`src/rtl/pt_pkg.sv`:
```
package pt_pkg;
  localparam int BIAS_W       = 16;
  localparam int BIAS_PAR_BIT = 12;
  localparam int BIAS_ERR_BIT = 15;

  typedef enum logic {
    FR_DROP = 1'b0,
    FR_KEEP = 1'b1
  } frame_mode_e;
endpackage

```
`src/rtl/pt_thr_bank.sv`:
```
module pt_thr_bank #(
  parameter int THR_W = 14,
  parameter int GRP_N = 4,
  parameter int SEL_W = $clog2(GRP_N)
) (
  input  logic             clk_i,
  input  logic             rst_ni,
  input  logic             we_i,
  input  logic [SEL_W-1:0] wsel_i,
  input  logic [THR_W-1:0] wdata_i,
  input  logic [SEL_W-1:0] rsel_i,
  output logic [THR_W-1:0] rdata_o
);
  logic [GRP_N-1:0][THR_W-1:0] regs_w;

  for (genvar g = 0; g < GRP_N; g++) begin : g_reg
    logic [THR_W-1:0] q;
    always_ff @(posedge clk_i or negedge rst_ni) begin
      if (!rst_ni)                             q <= '0;
      else if (we_i && wsel_i == SEL_W'(g))    q <= wdata_i;
    end
    assign regs_w[g] = q;
  end

  assign rdata_o = regs_w[rsel_i];
endmodule

```
`src/rtl/pt_pix_eval.sv`:
```
module pt_pix_eval import pt_pkg::*; #(
  parameter int PIX_W = 12,
  parameter int THR_W = 14
) (
  input  logic              [PIX_W-1:0]  pix_i,
  input  logic              [BIAS_W-1:0] bias_word_i,
  input  logic signed       [THR_W-1:0]  thr_i,
  output logic                           above_o,
  output logic                           perr_o
);
  logic signed [THR_W-1:0] pix_s, bias_s, diff_s;
  logic odd_ok;
  logic unused_bits;

  assign pix_s  = $signed(THR_W'(pix_i));
  assign bias_s = $signed(THR_W'(bias_word_i[PIX_W-1:0]));
  assign diff_s = pix_s - bias_s;
  assign above_o = diff_s > thr_i;

  assign odd_ok = ^{bias_word_i[BIAS_PAR_BIT], bias_word_i[PIX_W-1:0]};
  assign perr_o = ~odd_ok | bias_word_i[BIAS_ERR_BIT];

  assign unused_bits = ^bias_word_i[BIAS_ERR_BIT-1:BIAS_PAR_BIT+1];
endmodule

```
`src/rtl/pt_frame_gate.sv`:
```
module pt_frame_gate import pt_pkg::*; (
  input  logic clk_i,
  input  logic rst_ni,
  input  logic pix_valid_i,
  input  logic frame_start_i,
  input  logic arm_set_i,
  output logic capt_now_o,
  output logic start_o,
  output logic armed_o
);
  logic        armed_q;
  frame_mode_e mode_q;

  assign start_o    = pix_valid_i & frame_start_i;
  assign capt_now_o = pix_valid_i & (start_o ? armed_q : (mode_q == FR_KEEP));
  assign armed_o    = armed_q;

  always_ff @(posedge clk_i or negedge rst_ni) begin
    if (!rst_ni) begin
      armed_q <= 1'b0;
      mode_q  <= FR_DROP;
    end else if (start_o) begin
      mode_q  <= armed_q ? FR_KEEP : FR_DROP;
      armed_q <= arm_set_i;          // one-shot: consumed here, re-armed only by a fresh pulse
    end else if (arm_set_i) begin
      armed_q <= 1'b1;
    end
  end
endmodule

```
`src/rtl/pt_bit_packer.sv`:
```
module pt_bit_packer #(
  parameter int WORD_W = 32
) (
  input  logic              clk_i,
  input  logic              rst_ni,
  input  logic              restart_i,
  input  logic              bit_valid_i,
  input  logic              bit_i,
  output logic              word_valid_o,
  output logic [WORD_W-1:0] word_o
);
  localparam int CNT_W = $clog2(WORD_W);

  logic [CNT_W-1:0]  cnt_q, idx;
  logic [WORD_W-1:0] acc_q, acc_n;
  logic              last;

  always_comb begin
    idx        = restart_i ? '0 : cnt_q;
    acc_n      = acc_q;
    acc_n[idx] = bit_i;
    last       = (idx == CNT_W'(WORD_W-1));
  end

  always_ff @(posedge clk_i or negedge rst_ni) begin
    if (!rst_ni) begin
      cnt_q        <= '0;
      acc_q        <= '0;
      word_valid_o <= 1'b0;
      word_o       <= '0;
    end else begin
      word_valid_o <= 1'b0;
      if (bit_valid_i) begin
        acc_q <= acc_n;
        if (last) begin
          word_valid_o <= 1'b1;
          word_o       <= acc_n;
          cnt_q        <= '0;
        end else begin
          cnt_q <= idx + 1'b1;
        end
      end else if (restart_i) begin
        cnt_q <= '0;
      end
    end
  end
endmodule

```
`src/rtl/pix_thresh_unit.sv`:
```
module pix_thresh_unit import pt_pkg::*; #(
  parameter int PIX_W  = 12,
  parameter int THR_W  = 14,
  parameter int COL_W  = 10,
  parameter int GRP_N  = 4,
  parameter int SEL_W  = $clog2(GRP_N),
  parameter int WORD_W = 32
) (
  input  logic              clk_i,
  input  logic              rst_ni,
  input  logic              pix_valid_i,
  input  logic              frame_start_i,
  input  logic [PIX_W-1:0]  pix_data_i,
  input  logic [COL_W-1:0]  pix_col_i,
  input  logic [BIAS_W-1:0] bias_word_i,
  input  logic              arm_set_i,
  input  logic              thr_we_i,
  input  logic [SEL_W-1:0]  thr_sel_i,
  input  logic [THR_W-1:0]  thr_data_i,
  input  logic              perr_clr_i,
  output logic              armed_o,
  output logic              perr_o,
  output logic              word_valid_o,
  output logic [WORD_W-1:0] word_data_o
);
  logic [SEL_W-1:0] grp;
  logic [THR_W-1:0] thr_cur;
  logic             above, pix_perr, capt_now, start;
  logic             perr_q;
  logic             unused_col;

  assign grp        = pix_col_i[COL_W-1 -: SEL_W];
  assign unused_col = ^pix_col_i[COL_W-SEL_W-1:0];

  pt_thr_bank #(.THR_W(THR_W), .GRP_N(GRP_N), .SEL_W(SEL_W)) u_thr (
    .clk_i   (clk_i),
    .rst_ni  (rst_ni),
    .we_i    (thr_we_i),
    .wsel_i  (thr_sel_i),
    .wdata_i (thr_data_i),
    .rsel_i  (grp),
    .rdata_o (thr_cur)
  );

  pt_pix_eval #(.PIX_W(PIX_W), .THR_W(THR_W)) u_eval (
    .pix_i       (pix_data_i),
    .bias_word_i (bias_word_i),
    .thr_i       (thr_cur),
    .above_o     (above),
    .perr_o      (pix_perr)
  );

  pt_frame_gate u_gate (
    .clk_i         (clk_i),
    .rst_ni        (rst_ni),
    .pix_valid_i   (pix_valid_i),
    .frame_start_i (frame_start_i),
    .arm_set_i     (arm_set_i),
    .capt_now_o    (capt_now),
    .start_o       (start),
    .armed_o       (armed_o)
  );

  pt_bit_packer #(.WORD_W(WORD_W)) u_pack (
    .clk_i        (clk_i),
    .rst_ni       (rst_ni),
    .restart_i    (start),
    .bit_valid_i  (capt_now),
    .bit_i        (above),
    .word_valid_o (word_valid_o),
    .word_o       (word_data_o)
  );

  // set beats clear
  always_ff @(posedge clk_i or negedge rst_ni) begin
    if (!rst_ni)                   perr_q <= 1'b0;
    else if (capt_now && pix_perr) perr_q <= 1'b1;
    else if (perr_clr_i)           perr_q <= 1'b0;
  end
  assign perr_o = perr_q;
endmodule

```
`config.mk`:
```
export PLATFORM = sky130hd
export DESIGN_NAME = pix_thresh_unit
export DESIGN_NICKNAME = d
export VERILOG_FILES = /design/src/rtl/pt_pkg.sv /design/src/rtl/pt_thr_bank.sv /design/src/rtl/pt_pix_eval.sv /design/src/rtl/pt_frame_gate.sv /design/src/rtl/pt_bit_packer.sv /design/src/rtl/pix_thresh_unit.sv
export SDC_FILE = /design/constraint.sdc
export NUM_CORES = 1
export LEC_CHECK = 0
export BUFFER_PORTS_ARGS = -buffer_cell sky130_fd_sc_hd__buf_4
export CAP_MARGIN = 40
export CORE_UTILIZATION = 40
export CTS_CLUSTER_SIZE = 10
export DETAILED_ROUTE_END_ITERATION = 7
export SLEW_MARGIN = 10
export SYNTH_ARGS = -nofsm -noshare
export SYNTH_HDL_FRONTEND = slang
export SYNTH_SLANG_ARGS = --single-unit
```
`constraint.sdc`:
```
create_clock -name clk_i -period 8.11 [get_ports clk_i]
set_input_delay 0.811 -clock clk_i [delete_from_list [all_inputs] [get_ports clk_i]]
set_output_delay 0.811 -clock clk_i [all_outputs]
set_load 0.02 [all_outputs]
```
==> results of run 1 <==
==> state kept, by name, indices dropped and copies added (netlist names) <==
name	count
u_pack.acc_q	32
u_gate.armed_o	1
u_gate.mode_q	1
perr_o	1
u_thr.g.q	56
u_pack.word_o	32
u_pack.word_valid_o	1
u_pack.cnt_q	5
==> critical path, cell delays in order <==
cell	delay (ns)
buf_4	0.07
inv_1	0.03
ha_1	0.22
fa_1	0.41
nor2b_1	0.12
o21ai_0	0.11
a21boi_0	0.27
o21ai_0	0.20
a31oi_1	0.30
a31oi_1	0.17
ha_1	0.34
nand4_1	0.18
or4_1	0.60
nand2_1	0.14
mux2i_4	0.08
buf_4	0.33
mux2_2	0.35
==> placed cells by master (no fill, tap or decap), types with 5 or more instances in the layout <==
| master | n |
|---|---|
| mux4_2 | 14 |
| buf_8 | 5 |
| buf_4 | 91 |
| nor3b_1 | 5 |
| nor2b_1 | 5 |
| nor2_1 | 43 |
| inv_1 | 39 |
| mux2_2 | 89 |
| a31oi_1 | 34 |
| clkbuf_16 | 17 |
| nand3_1 | 60 |
| dfrtp_1 | 129 |
| o21ai_0 | 12 |
| xnor2_1 | 16 |
| bufinv_16 | 7 |
| a21oi_1 | 7 |
| ha_1 | 31 |
| nand2_1 | 84 |
==> area by class of cell <==
cell class	instances	area, sq um	share of cell area, %
Clock buffer	18	439	5.09
Clock inverter	13	255	2.96
Inverter	39	146	1.70
Multi-Input combinational cell	452	3440	39.9
Sequential cell	129	3230	37.4
Tap cell	225	282	3.27
Timing Repair Buffer	103	831	9.64
==> final timing paths <==
kind,endpoint,slack (ns),depth (start not counted)
worst max-delay path,u_pack.acc_q[23]$_DFFE_PN0P_,3.62,17
worst min register to register,u_thr.g_reg[3].q[1]$_DFFE_PN0P_,0.50,1
worst min-delay path,u_thr.g_reg[1].q[0]$_DFFE_PN0P_,0.46,1
max in group asynchronous,u_thr.g_reg[0].q[5]$_DFFE_PN0P_,6.44,3
worst max register to register,u_pack.word_o[18]$_DFFE_PN0P_,4.89,10
min in group clk_i,u_thr.g_reg[3].q[1]$_DFFE_PN0P_,0.50,1
==> per-layer routing <==
metal	part of all wire, %	routed length [um]	GRT usage [%]
met2	53	8470	33.8
met4	1.4	214	5.56
met5	0	0	0
met1	42	6600	21.8
met3	3.5	560	4.04
==> per-stage QoR <==
| step | total power (W) | hold WS, ns | area, sq um |
|---|---|---|---|
| after floorplan | 0.00120 | 0.474 | 7010 |
| after global placement | 0.00130 | 0.481 | 7780 |
| after detailed placement | 0.00136 | 0.490 | 7920 |
| after CTS | 0.00227 | 0.478 | 8620 |
| after global routing | 0.00236 | 0.507 | 8620 |
| final | 0.00225 | 0.461 | 8620 |
==> report_power, final <==
| part | leakage (nW) | internal [W] | switching, W |
|---|---|---|---|
| combinational | 1.94 | 0.000242 | 0.000316 |
| clock | 0.329 | 0.000615 | 0.000280 |
| sequential | 1.65 | 0.000739 | 0.0000544 |
==> cells by family after synthesis <==
| family | count (synthesis) | synth area share, % |
|---|---|---|
| mux | 106 | 19.4 |
| buf+inv | 83 | 5.05 |
| compound gates | 72 | 6.74 |
| flops | 129 | 46.0 |
| xor+xnor | 20 | 2.50 |
| fa+ha+maj | 32 | 5.82 |
| simple gates | 222 | 14.5 |
==> impl_metrics.json, run 1 <==
{
  "status": "complete, no violations",
  "portBuffers": 85,
  "dp.cells": 947,
  "routabilityCongestion": 0.868,
  "slew_violations": 0,
  "ctsHoldBuffers": 0,
  "crit_fanout": 64,
  "post_cts_resized": 0,
  "viasPerCell": 5.26,
  "die_height_um": 134,
  "area_growth_pct": 22.9,
  "yosysMostFrequentCell": "dfrtp_1",
  "synth_area_sq_mm": 0.00701,
  "antenna_found_initial": 0,
  "placementRows": 48,
  "worstSetupPathType": "in2reg",
  "via_count": 5153,
  "synth_seq_cells": 129,
  "tritoncts.num_buffers": 17,
  "htreeDepth": 4,
  "yosysTopAreaCell": "dfrtp_1",
  "synth_edf_count": 0,
  "post-route-min-period_ns": 4.49,
  "pre_cts_slack_ns": 3.08,
  "endpoint_kind": "flip-flop",
  "drc_errors": 0,
  "nets": 835,
  "grt_max_degree": 65,
  "vdd_ir_drop_max_mv": 0.147,
  "ys_dominant_reg_cell": "dfrtp_1",
  "layoutNonFillerInstCount": 979,
  "synth_cells": 664,
  "hold_path.class": "in2async",
  "root_buffer": "clkbuf_16",
  "nFillCells": 1528,
  "die-area_sq_mm": 0.0181,
  "finalWorstSetupSlack_ns": 3.62,
  "period_share_pct": 55.3,
  "num_antenna_cells": 0,
  "rsz0062_at_grt": "no",
  "path_clk_slew_ns": 0.06,
  "cts_sinks": 129,
  "post_synth.cell_area_avg_sq_um": 10.6,
  "maxSlewHeadroom_pct": 40.3,
  "finalSetupViolCount": 0,
  "worst_pin_slew_ns": 0.894,
  "worstPathRequired_ns": 8.41,
  "yosysWarnings": 0,
  "dr.pass1.iters": 4,
  "cap_viol_max_count": 0,
  "coreArea_sq_mm": 0.0172,
  "cts_tree": "built",
  "ys_top_cells_by_area": "dfrtp_1 46%, mux2_2 14%, ha_1 5.5%, mux4_2 4.5%, nand2_1 4.5%",
  "synth.distinct_cells": 50,
  "regToRegStartpoint": "u_thr.g_reg[3].q[3]$_DFFE_PN0P_",
  "track_usage_pct": 18.6,
  "drtIter0Drc": 245,
  "hold_violations": 0,
  "dpl.hpwl_um": 10900,
  "initial_core_util_pct": 40.7,
  "async_reset_ff_share_pct": 100,
  "grt_pass1_vias": 5197,
  "ios": 96,
  "finalWirelength_um": 15800,
  "powerDensity_mw_per_mm2": 261,
  "wl_per_cell_um": 16.2,
  "final_antenna_net_count": 0,
  "skew_ns": 0.0103,
  "yosys.area.top_type_share_pct": 46.0,
  "clk_latency_ns": 0.42,
  "clockBufferDepth": 2,
  "final_core_util_pct": 50.0,
  "dieWidth_um": 134,
  "start_kind": "input port",
  "grt-ovfl-total": 0,
  "setup_tns_ns": 0,
  "grt_pass1_wl_um": 25900,
  "p_leak_nw": 3.91,
  "max_freq_mhz": 223,
  "syn_nets": 757,
  "ys_seq_area_share_pct": 46.0,
  "cts_setup_buffers": 0,
  "cp-startpoint": "pix_data_i[0]",
  "worstPathArrival_ns": 4.78,
  "drive_above_1_share_pct": 32.5,
  "synthTopCellsByCount": "129 x dfrtp_1, 89 x mux2_2, 84 x nand2_1, 60 x nand3_1, 43 x nor2_1"
}
Power figures use the tool's default switching activity.
==> run 2, diff against run 1 <==
==> constraint.sdc (replaced) <==
create_clock -name clk_i -period 4.4 [get_ports clk_i]
set_input_delay 0.44 -clock clk_i [delete_from_list [all_inputs] [get_ports clk_i]]
set_output_delay 0.44 -clock clk_i [all_outputs]
set_load 0.02 [all_outputs]
==> impl_metrics.json, run 2 (synthesized netlist as in run 1, its figures left out) <==
{
  "status": "complete, no violations",
  "path_clk_slew_ns": 0.06,
  "met2_length_um": 8350,
  "dr.pass1.iters": 5,
  "cts_tree": "built",
  "reg_top3": "u_thr.g.q x56, u_pack.acc_q x32, u_pack.word_o x32",
  "endpoint_kind": "flip-flop",
  "grt-ovfl-total": 0,
  "placed_area_sq_mm": 0.00791,
  "start_kind": "input port",
  "antenna_found_initial": 0,
  "slew_violations": 0,
  "rsz0062_at_grt": "no",
  "setup_tns_ns": 0,
  "rrSetupSlack_ns": 1.49,
  "root_buffer": "clkbuf_16",
  "dpl.hpwl_um": 10800,
  "final_antenna_net_count": 0,
  "max_freq_mhz": 252,
  "hold_path.class": "in2reg",
  "whs_path_depth": 2,
  "post-route-min-period_ns": 3.96,
  "worst_pin_slew_ns": 0.883,
  "ios": 96,
  "grt_max_degree": 65,
  "final_common_cell": "dfrtp_1",
  "grt_pass1_vias": 5329,
  "period_share_pct": 90.0,
  "placementRows": 48,
  "crit_fanout": 64,
  "whs_endpoint": "u_gate.armed_o$_DFFE_PN0P_",
  "maxSlewHeadroom_pct": 41.0,
  "ff2ff_path_depth": 10,
  "clockBufferDepth": 2,
  "cts_setup_buffers": 0,
  "powerDensity_mw_per_mm2": 470,
  "worstPathRequired_ns": 4.72,
  "routabilityCongestion": 0.850,
  "viasPerCell": 5.25,
  "nets": 838,
  "htreeDepth": 4,
  "p_leak_nw": 3.91,
  "dr_wl_met3_um": 527,
  "highest_layer": "met4",
  "grt_pass1_wl_um": 25800,
  "vdd_ir_drop_max_mv": 0.318,
  "dp.cells": 949,
  "post_cts_resized": 0,
  "portBuffers": 85,
  "design_area_sq_mm": 0.00859,
  "final_cell_mix": "129 x dfrtp_1, 96 x buf_4, 89 x mux2_2, 84 x nand2_1, 60 x nand3_1",
  "met1_length_um": 6550,
  "worstPathArrival_ns": 4.28,
  "track_usage_pct": 18.3,
  "cts_sinks": 129,
  "worstSetupPathType": "in2reg",
  "clk_latency_ns": 0.41,
  "die-area_sq_mm": 0.0181,
  "drc_errors": 0,
  "r2r-end": "u_pack.word_o[16]$_DFFE_PN0P_",
  "largest_register_ffs": 56,
  "num_antenna_cells": 0,
  "layoutNonFillerInstCount": 982,
  "initial_core_util_pct": 40.7,
  "coreArea_sq_mm": 0.0172,
  "drive_above_1_share_pct": 32.5,
  "hold_path.startpoint": "arm_set_i",
  "cap_viol_max_count": 0,
  "area_growth_pct": 22.5,
  "wl_per_cell_um": 15.9,
  "skew_ns": 0.0105,
  "die_height_um": 134,
  "hold_violations": 0,
  "finalSetupViolCount": 0,
  "drtIter0Drc": 241,
  "tritoncts.num_buffers": 17,
  "via_count": 5155,
  "dieWidth_um": 134,
  "regToRegStartpoint": "u_thr.g_reg[3].q[3]$_DFFE_PN0P_",
  "finalWirelength_um": 15600,
  "top_register": "u_thr.g.q"
}
run 2: through the flow:
| stage | utilization, % | total power, W | worst slack (ns) | hold WS, ns |
|---|---|---|---|---|
| floorplan | - | 0.00221 | 0.642 | 0.144 |
| global placement | 45.5 | 0.00243 | 0.184 | 0.482 |
| detailed placement | 45.9 | 0.00250 | 0.0968 | 0.433 |
| CTS | 49.7 | 0.00406 | 0.453 | 0.198 |
| global route | 49.8 | 0.00426 | 0.173 | 0.200 |
| finish | 49.8 | 0.00403 | 0.438 | 0.212 |
run 2: cell type report:
class                      count  area, sq um
clock buffer                  24          512
timing repair buffer         106          836
inverter                      39          146
sequential                   129         3230
clock inverter                 7          145
tap                          225          282
fill                        1543         8650
multi-input combinational    452         3440
run 2: how the worst max path moves through the flow:
stage / depth (start not counted) / slack, ns / from / end
3_3_place_gp: 18 / 0.18 / bias_word_i[0] / u_pack.word_o[14]$_DFFE_PN0P_
3_5_place_dp: 18 / 0.1 / bias_word_i[0] / u_pack.word_o[16]$_DFFE_PN0P_
2_1_floorplan: 16 / 0.64 / pix_data_i[0] / u_pack.acc_q[15]$_DFFE_PN0P_
6_report: 19 / 0.44 / pix_data_i[0] / u_pack.word_o[16]$_DFFE_PN0P_
4_1_cts: 19 / 0.45 / pix_data_i[0] / u_pack.word_o[16]$_DFFE_PN0P_
5_1_grt: 19 / 0.17 / pix_data_i[0] / u_pack.word_o[16]$_DFFE_PN0P_
run 2: worst max-delay path, stage by stage:
cell and delay, ns:
buf_4 0.08, inv_1 0.03, ha_1 0.21, fa_1 0.40
nor2b_1 0.12, o21ai_0 0.10, a21boi_0 0.27, o21ai_0 0.18
a31oi_1 0.31, a31oi_1 0.19, ha_1 0.35, nand4_1 0.11
buf_4 0.16, a211oi_1 0.33, o21ai_2 0.15, mux2i_4 0.20
buf_12 0.28, nand3_1 0.12, a31oi_1 0.22
run 2: report_power, final:
part | total [W] | switching [W] | internal (W)
registers | 0.00146 | 0.0000985 | 0.00136
clock network | 0.00154 | 0.000502 | 0.00104
logic | 0.00103 | 0.000572 | 0.000459
run 2: per-layer routing:
layer / vias to the layer above / GRT usage, %
met2: 87 / 33.6
met3: 15 / 4.27
met1: 2572 / 21.2
li1: 2481 / -
met5: - / 0
met4: 0 / 5.12
run 2: what timing repair did:
item,CTS,global route
hold buffers,1,0
endpoints found under the setup margin,0,0
endpoints found under the hold margin,16,0
